--- config.mk ---
export PLATFORM = sky130hd
export DESIGN_NAME = cmd_sequencer
export DESIGN_NICKNAME = d
export VERILOG_FILES = /design/src/rtl/cmdseq_pkg.sv /design/src/rtl/cmdseq_prescaler.sv /design/src/rtl/cmdseq_delay_timer.sv /design/src/rtl/cmd_sequencer.sv
export SDC_FILE = /design/constraint.sdc
export NUM_CORES = 1
export LEC_CHECK = 0
export BUFFER_PORTS_ARGS = -buffer_cell sky130_fd_sc_hd__clkbuf_2
export CORE_UTILIZATION = 50
export CTS_CLUSTER_DIAMETER = 60
export DETAILED_ROUTE_END_ITERATION = 8
export PLACE_DENSITY = 0.81
export RECOVER_POWER = 100
export SYNTH_ARGS = -nofsm -noshare
export SYNTH_HDL_FRONTEND = slang
export SYNTH_SLANG_ARGS = --single-unit
--- constraint.sdc ---
create_clock -name clk -period 2 [get_ports clk]
set_input_delay 0.3 -clock clk [delete_from_list [all_inputs] [get_ports clk]]
set_output_delay 0.3 -clock clk [all_outputs]
set_load 0.05 [all_outputs]
--- src/rtl/cmdseq_pkg.sv ---
`timescale 1ns/1ps
package cmdseq_pkg;

    localparam int OP_W  = 4;
    localparam int ARG_W = 12;
    localparam int CMD_W = OP_W + ARG_W;

    localparam logic [OP_W-1:0] OPC_NOP     = 4'h0;
    localparam logic [OP_W-1:0] OPC_WAIT_US = 4'h1;
    localparam logic [OP_W-1:0] OPC_WAIT_MS = 4'h2;
    localparam logic [OP_W-1:0] OPC_SAMPLE  = 4'h3;

    typedef struct packed {
        logic [OP_W-1:0]  op;
        logic [ARG_W-1:0] arg;
    } cmd_t;

    typedef enum logic [2:0] {
        K_NOP,
        K_WAIT_US,
        K_WAIT_MS,
        K_SAMPLE,
        K_HANDOFF,
        K_BAD
    } cmd_kind_e;

    typedef enum logic [2:0] {
        ST_FETCH,
        ST_WAIT,
        ST_ADC_REQ,
        ST_ADC_WAIT,
        ST_HANDOFF
    } seq_state_e;

    // Top opcode bit marks commands that only the external controller can run.
    function automatic cmd_kind_e classify(input logic [OP_W-1:0] op);
        cmd_kind_e k;
        if (op[OP_W-1]) begin
            k = K_HANDOFF;
        end else begin
            case (op)
                OPC_NOP:     k = K_NOP;
                OPC_WAIT_US: k = K_WAIT_US;
                OPC_WAIT_MS: k = K_WAIT_MS;
                OPC_SAMPLE:  k = K_SAMPLE;
                default:     k = K_BAD;
            endcase
        end
        return k;
    endfunction

endpackage

--- src/rtl/cmdseq_prescaler.sv ---
`timescale 1ns/1ps
module cmdseq_prescaler #(
    parameter int DIV = 4
) (
    input  logic clk,
    input  logic rst,
    input  logic clr,
    input  logic en,
    output logic tick
);
    localparam int CW = (DIV > 2) ? $clog2(DIV) : 1;
    localparam logic [CW-1:0] LAST = CW'(DIV - 1);

    logic [CW-1:0] cnt;

    always_ff @(posedge clk) begin
        if (rst || clr) begin
            cnt <= '0;
        end else if (en) begin
            cnt <= (cnt == LAST) ? '0 : cnt + 1'b1;
        end
    end

    assign tick = en && !clr && (cnt == LAST);

    // the counter never leaves its range
    p_cnt_range_r4: assert property (@(posedge clk) disable iff (rst)
        cnt <= LAST);

endmodule

--- src/rtl/cmdseq_delay_timer.sv ---
`timescale 1ns/1ps
module cmdseq_delay_timer #(
    parameter int CLK_PER_US = 200,
    parameter int US_PER_MS  = 1000,
    parameter int CNT_W      = 12
) (
    input  logic             clk,
    input  logic             rst,
    input  logic             load,
    input  logic             unit_ms,
    input  logic [CNT_W-1:0] ticks,
    output logic             expire
);
    logic             running;
    logic             ms_mode;
    logic [CNT_W-1:0] remaining;
    logic             us_tick;
    logic             ms_tick;
    logic             unit_tick;

    // Both stages restart on load so every wait is measured from its own start.
    cmdseq_prescaler #(.DIV(CLK_PER_US)) u_us_stage (
        .clk  (clk),
        .rst  (rst),
        .clr  (load),
        .en   (running),
        .tick (us_tick)
    );

    cmdseq_prescaler #(.DIV(US_PER_MS)) u_ms_stage (
        .clk  (clk),
        .rst  (rst),
        .clr  (load),
        .en   (us_tick),
        .tick (ms_tick)
    );

    assign unit_tick = ms_mode ? ms_tick : us_tick;
    assign expire    = running && unit_tick && (remaining == CNT_W'(1));

    always_ff @(posedge clk) begin
        if (rst) begin
            running   <= 1'b0;
            ms_mode   <= 1'b0;
            remaining <= '0;
        end else if (load) begin
            running   <= (ticks != '0);
            ms_mode   <= unit_ms;
            remaining <= ticks;
        end else if (running && unit_tick) begin
            remaining <= remaining - 1'b1;
            if (remaining == CNT_W'(1)) begin
                running <= 1'b0;
            end
        end
    end

    // an active wait always has ticks left to count
    p_run_nonzero_r4: assert property (@(posedge clk) disable iff (rst)
        running |-> (remaining != '0));

    // expiry ends the wait on the next cycle
    p_expire_stops_r5: assert property (@(posedge clk) disable iff (rst)
        (expire && !load) |=> !running);

endmodule

--- src/rtl/cmd_sequencer.sv ---
`timescale 1ns/1ps
module cmd_sequencer
    import cmdseq_pkg::*;
#(
    parameter int CLK_PER_US = 200,
    parameter int US_PER_MS  = 1000,
    parameter int CHAN_W     = 4
) (
    input  logic              clk,
    input  logic              rst,
    input  logic              fifo_empty,
    input  logic [15:0]       fifo_data,
    output logic              fifo_rd,
    output logic              adc_start,
    output logic [CHAN_W-1:0] adc_chan,
    input  logic              adc_done,
    output logic              mcu_req,
    output logic [3:0]        mcu_op,
    output logic [11:0]       mcu_arg,
    input  logic              mcu_ack,
    output logic              idle,
    output logic              err_flag
);
    seq_state_e st, st_n;
    cmd_t       head;
    cmd_t       cur;
    cmd_kind_e  kind;
    logic       tmr_load;
    logic       tmr_unit_ms;
    logic       tmr_expire;
    logic       bad_seen;

    assign head = cmd_t'(fifo_data);
    assign kind = classify(head.op);

    cmdseq_delay_timer #(
        .CLK_PER_US (CLK_PER_US),
        .US_PER_MS  (US_PER_MS),
        .CNT_W      (ARG_W)
    ) u_timer (
        .clk     (clk),
        .rst     (rst),
        .load    (tmr_load),
        .unit_ms (tmr_unit_ms),
        .ticks   (head.arg),
        .expire  (tmr_expire)
    );

    always_comb begin
        st_n        = st;
        fifo_rd     = 1'b0;
        tmr_load    = 1'b0;
        tmr_unit_ms = 1'b0;
        bad_seen    = 1'b0;
        case (st)
            ST_FETCH: begin
                if (!fifo_empty) begin
                    case (kind)
                        K_HANDOFF: st_n = ST_HANDOFF;
                        K_SAMPLE: begin
                            fifo_rd = 1'b1;
                            st_n    = ST_ADC_REQ;
                        end
                        K_WAIT_US, K_WAIT_MS: begin
                            fifo_rd     = 1'b1;
                            tmr_unit_ms = (kind == K_WAIT_MS);
                            if (head.arg != '0) begin
                                tmr_load = 1'b1;
                                st_n     = ST_WAIT;
                            end
                        end
                        K_BAD: begin
                            fifo_rd  = 1'b1;
                            bad_seen = 1'b1;
                        end
                        default: fifo_rd = 1'b1;
                    endcase
                end
            end
            ST_WAIT:     if (tmr_expire) st_n = ST_FETCH;
            ST_ADC_REQ:  st_n = ST_ADC_WAIT;
            ST_ADC_WAIT: if (adc_done) st_n = ST_FETCH;
            ST_HANDOFF: begin
                if (mcu_ack) begin
                    fifo_rd = 1'b1;
                    st_n    = ST_FETCH;
                end
            end
            default: st_n = ST_FETCH;
        endcase
    end

    always_ff @(posedge clk) begin
        if (rst) begin
            st       <= ST_FETCH;
            cur      <= '0;
            err_flag <= 1'b0;
        end else begin
            st <= st_n;
            if (st == ST_FETCH && !fifo_empty) begin
                cur <= head;
            end
            if (bad_seen) begin
                err_flag <= 1'b1;
            end
        end
    end

    assign adc_start = (st == ST_ADC_REQ);
    assign adc_chan  = cur.arg[CHAN_W-1:0];
    assign mcu_req   = (st == ST_HANDOFF);
    assign mcu_op    = cur.op;
    assign mcu_arg   = cur.arg;
    assign idle      = (st == ST_FETCH) && fifo_empty;

    // a pop never hits an empty FIFO
    p_pop_nonempty_r2: assert property (@(posedge clk) disable iff (rst)
        fifo_rd |-> !fifo_empty);

    // an idle cycle starts no sample and no handoff in the next one
    p_idle_quiet_r2: assert property (@(posedge clk) disable iff (rst)
        idle |=> (!adc_start && !mcu_req));

    // the sample strobe lasts a single cycle
    p_start_pulse_r6: assert property (@(posedge clk) disable iff (rst)
        adc_start |=> !adc_start);

    // the request holds with stable contents until acknowledged
    p_req_hold_r7: assert property (@(posedge clk) disable iff (rst)
        (mcu_req && !mcu_ack) |=> (mcu_req && $stable(mcu_op) && $stable(mcu_arg)));

    // no pop while the handoff is pending
    p_no_pop_pending_r7: assert property (@(posedge clk) disable iff (rst)
        (mcu_req && !mcu_ack) |-> !fifo_rd);

    // acknowledge ends the request
    p_req_drop_r7: assert property (@(posedge clk) disable iff (rst)
        (mcu_req && mcu_ack) |=> !mcu_req);

    // the error flag never clears outside reset
    p_err_sticky_r8: assert property (@(posedge clk) disable iff (rst)
        err_flag |=> err_flag);

    // a sample or handoff in progress is never reported idle
    p_busy_not_idle_r9: assert property (@(posedge clk) disable iff (rst)
        (adc_start || mcu_req) |-> !idle);

endmodule

---- Word-level counts from Yosys, hierarchy flattened ----
Index checks and enable logic that the tools add are counted.
operators by class
  $add $sub $neg .......................... 3
  multipliers ............................. 0
  divide/modulo/power cells ............... 0
  $lt $le $gt $ge ......................... 0
  equality and inequality tests ........... 21
  shifts and indexed selects .............. 0
  mux-type cells .......................... 31
  bitwise gates (word level) .............. 0
  reduce and logical (&&, ||, !) cells .... 19
operators with widths
  operator                                                                 number
  12-bit 2-to-1 mux                                                        2
  3-bit 2-to-1 mux                                                         6
  1-bit 2-to-1 mux                                                         17
  3-bit one-hot mux with 5 select lines                                    1
  12-bit by 1-bit equality test with 1-bit output (second input constant)  1
  3-bit by 2-bit equality test with 1-bit output (second input constant)   4
  3-bit one-hot mux with 4 select lines                                    1
  12-bit nonzero test                                                      1
  12-bit by 1-bit subtractor with 12-bit output (second input constant)    1
  10-bit by 1-bit adder with 10-bit output (second input constant)         1
  10-bit equality test (second input constant)                             1
  10-bit 2-to-1 mux                                                        1
  3-bit equality test (second input constant)                              3
  3-bit one-hot mux with 3 select lines                                    1
  8-bit by 1-bit adder with 8-bit output (second input constant)           1
  4-bit by 2-bit equality test with 1-bit output (second input constant)   2
  8-bit equality test (second input constant)                              1
  1-bit logical AND                                                        8
  8-bit 2-to-1 mux                                                         1
  3-bit by 1-bit equality test with 1-bit output (second input constant)   2
  2-bit != test (second input constant)                                    3
  6-bit AND reduction                                                      1
  4-bit by 1-bit equality test with 1-bit output (second input constant)   1
  4-bit zero test                                                          1
  other kinds (10)                                                         12
storage, ports and cells
  bits in registers ....................... 52
  latch bits .............................. 0
  RAM bits ................................ 0
  ROM bits ................................ 0
  input bits .............................. 21
  output and inout port bits .............. 25
  logic and storage cells ................. 83
  memories ................................ 0

---- Logic depth before layout (Yosys ltp) ----
  depth after elaboration ................. 18
  gate-level depth with buffers ........... 8
  depth with buffers taken out ............ 6

---- Cells and area by module ----
Synthesis repeated with hierarchy kept, for this count alone.
second synthesis, totals
  cell total of the unflattened synthesis .. 321
  area total of the unflattened synthesis .. 2681.3 um2
modules (own cells, without submodules)
  module                                 instances  cells each  area an instance (um2)  sequential area each (um2)
  cmd_sequencer                          1          122         953.4                   400.4
  cmdseq_delay_timer                     1          102         859.6                   280.3
  cmdseq_prescaler (u_timer.u_ms_stage)  1          54          481.7                   200.2
  cmdseq_prescaler (u_timer.u_us_stage)  1          43          386.6                   160.2

---- Worst setup path after synthesis ----
OpenSTA, ideal clock, no wires.
  path kind ............................... reg2out
  start point ............................. reg st[2]
  end point ............................... out mcu_req
  arrival ................................. 1.792 ns
  data required time ...................... 1.700 ns
  slack ................................... -0.092 ns
  cell stages (with the launch flop) ...... 3
  path buffers ............................ 1
  cells stage by stage .................... dfxtp_1 -> clkbuf_1 -> nor3b_1
on the way
  word-level cells in the longest chain between the ends .. 1
RTL lines
  what                    line                  source
  from (decl)             cmd_sequencer.sv:24   seq_state_e st, st_n;
  from (signal assigned)  cmd_sequencer.sv:99   st <= st_n;
  3-bit equality test     cmd_sequencer.sv:111  assign mcu_req = (st == ST_HANDOFF);
  to (decl)               cmd_sequencer.sv:17   output logic mcu_req,
Every way passes these cells.

---- Worst setup path in the final report ----
  start point ............................. reg u_timer.remaining[2]
  end point ............................... reg u_timer.remaining[11]
on the way
  word-level cells in the longest chain between the ends .. 3
RTL lines
  what                                           line                      source
  from (decl)                                    cmdseq_delay_timer.sv:16  logic [CNT_W-1:0] remaining;
  from (signal assigned)                         cmdseq_delay_timer.sv:49  remaining <= ticks;
  from (signal assigned)                         cmdseq_delay_timer.sv:51  remaining <= remaining - 1'b1;
  12-bit by 1-bit subtractor with 12-bit output  cmdseq_delay_timer.sv:51
  12-bit 2-to-1 mux                              cmdseq_delay_timer.sv:50  end else if (running && unit_tick) begin
  12-bit 2-to-1 mux                              cmdseq_delay_timer.sv:46  end else if (load) begin
Every way passes these cells. The select of a mux whose other input is x is not followed.
A chain may end at the register's enable or synchronous reset.

==> results.json <==
{
  "status": "complete, no violations",
  "syn_avg_cell_area_sq_um": 8.66,
  "synth_cell_types": 56,
  "postRouteAntennaNets": 0,
  "numClockSinks": 52,
  "finalHoldViolCount": 0,
  "setup-violations-final": 0,
  "fmax_ghz": 0.521,
  "hpwlAfterDp_mm": 4.63,
  "syn_inst": 305,
  "synth_edf_count": 0,
  "die_x_microns": 74.7,
  "clkLatencyLatePin_ns": 0.31,
  "worstMarginPinSlew_ns": 0.616,
  "dieArea_sq_um": 5580,
  "fin_worst_skew_ns": 0.0110,
  "fin_crit_sh": 0.960,
  "timing.slew.headroom": 0.591,
  "drive_above_1_share": 0.243,
  "vdd_drop_max_mv": 0.405,
  "die_h_microns": 74.7,
  "start_util": 0.517,
  "syn-num-nets": 330,
  "synth.area.top_cells": "dfxtp_1, nand2_1, nor2_1",
  "path_class": "reg2reg",
  "grt_pass1_vias": 2074,
  "maxCapViolations": 0,
  "drc": 0,
  "area_growth_pct": 20.7,
  "fin_tns_setup_ns": 0,
  "rows": 26,
  "yosysSeqAreaShare": 0.394,
  "n_fill_cell": 461,
  "yosys_warnings": 0,
  "synth_ff_type": "dfxtp_1",
  "via_per_inst": 5.55,
  "grt_max_degree": 23,
  "track_usage": 0.223,
  "grt_overflow": 0,
  "first_iter_violations": 126,
  "cts_buffer_depth": 2,
  "grt_pass1_wl_mm": 9.38,
  "num_antenna_cells": 0,
  "async_flop_share": 0,
  "ys_ff_latch": 52,
  "start_kind": "flip-flop",
  "cp-end-kind": "flip-flop",
  "routed-via-count": 2440,
  "h-tree-depth": 2,
  "cts_buffers": 5,
  "synthTopCellsByCount": "dfxtp_1, nand2_1, nor2_1",
  "rsz0062_at_grt": "true",
  "hold-worst-slack_ns": 0.237,
  "cts.reportedPaths.clkPinSlew_ns": 0.09,
  "layout.nets": 395,
  "cts_tree": "built",
  "portBuffers": 45,
  "slew_viol_final": 0,
  "gp_congestion": 0.876,
  "wl_mm": 6.17,
  "cts-root-buf": "clkbuf_8",
  "worstPathRequired_ns": 2.23,
  "synth_top_area_share": 0.394,
  "fin_crit_ns": 1.92,
  "power_density_nw_per_um2": 709,
  "hold_path.class": "in2reg",
  "crit_arrival_ns": 2.15,
  "dp.cells": 432,
  "ios": 46,
  "synthesis.area_sq_um": 2640,
  "antenna_found_initial": 0,
  "crit_fanout": 4,
  "core_region_area_sq_um": 5110,
  "yosysTopAreaCell": "dfxtp_1",
  "post_drt_wl_per_cell_microns": 14.0,
  "leakage_uw": 0.00121,
  "first_pass_iters": 4,
  "fin_cells": 440,
  "yosysMostFrequentCell": "dfxtp_1"
}
## layer usage
metal | part of all wire | track usage | up-vias
met4 | 0.016 | 0.0922 | 0
met1 | 0.46 | 0.293 | 1143
li1 | - | - | 1222
met2 | 0.48 | 0.371 | 65
met5 | 0 | 0 | -
met3 | 0.044 | 0.0281 | 10
## layout make-up
cell class | instances | area, sq um | share of cell area
inverters | 3 | 11.3 | 0.00353
clock inverters | 2 | 12.5 | 0.00392
multi-input cells | 231 | 1540 | 0.483
flip-flops and latches | 52 | 1040 | 0.327
well taps | 70 | 87.6 | 0.0275
clock buffers | 5 | 68.8 | 0.0216
repair buffers | 77 | 425 | 0.133
## logic make-up (layout without fill, tap and decap cells)
kind of cell,count (synthesis),after routing,synth area share
adders and majority gates,4,4,0.0189
and+or+nand+nor,138,138,0.266
AOI/OAI and AO/OA,63,63,0.188
buffers and inverters,22,87,0.0459
muxes,2,2,0.00758
xor gates and xnor gates,24,24,0.0796
DFF,52,52,0.394
## through the flow
stage                     instance area [sq um]  worst slack, ns   util  total power, uW
final                                      3190           0.0803  0.624             2260
after CTS                                  3180           0.0110  0.623             2280
after detailed placement                   3090          -0.0448  0.606             1710
after global routing                       3190          -0.0139  0.624             2360
after floorplan                            2650          0.00705      -             1550
after global placement                     3090           0.0305  0.606             1700
## where the power goes
part | leakage [uW] | switching (uW) | internal, uW
registers | 0.000423 | 32.4 | 1080
logic | 0.000744 | 395 | 172
clock network | 0.0000400 | 338 | 238
total | 0.00121 | 765 | 1490
## worst max-delay path, stage by stage, from the launching register on
cell      delay, ns
dfxtp_2        0.33
or4_4          0.56
nor4_4         0.25
nand3_1        0.14
or3_1          0.34
a311oi_2       0.23
## sequential cells by signal, summed over array words and instances, names as in the netlist
signal	flops
mcu_op	4
mcu_arg	12
u_timer.remaining	12
st	3
u_timer.ms_mode	1
u_timer.u_us_stage.cnt	8
err_flag	1
u_timer.running	1
u_timer.u_ms_stage.cnt	10
## cells in the final DEF, fill, tap and decap left out, types with 3 or more instances in the layout
cell	synthesis	routed
a2111oi_1	0	3
a211oi_1	2	3
a211oi_2	6	5
a21oi_1	22	22
and3_1	4	3
buf_4	4	27
clkbuf_1	11	22
clkbuf_2	0	28
clkbuf_8	0	5
dfxtp_1	52	50
ha_1	4	4
inv_1	3	3
nand2_1	43	43
nand3_1	7	6
nand3b_1	3	3
nand4_1	8	8
nand4b_1	3	3
nor2_1	40	40
nor3_1	5	4
nor4_1	4	3
o21ai_0	5	5
xnor2_1	13	13
xor2_1	11	11
## worst paths after layout
check                            start  depth (start not counted)  slack, ns               endpoint
hold reg to reg              mcu_op[1]                          2       0.46              mcu_op[1]
setup / recovery  u_timer.remaining[2]                          5       0.08  u_timer.remaining[11]
hold / removal            fifo_data[7]                          3       0.24             mcu_arg[7]
setup reg to reg  u_timer.remaining[2]                          5       0.08  u_timer.remaining[11]
## timing repair
action | CTS | global route
gates resized for setup | 2 | 13
setup endpoints to repair | 3 | 15
hold buffers | 0 | 0
pin swaps | 0 | 1
setup buffers | 0 | 1
Note: power is estimated with default switching activity, not from simulation.
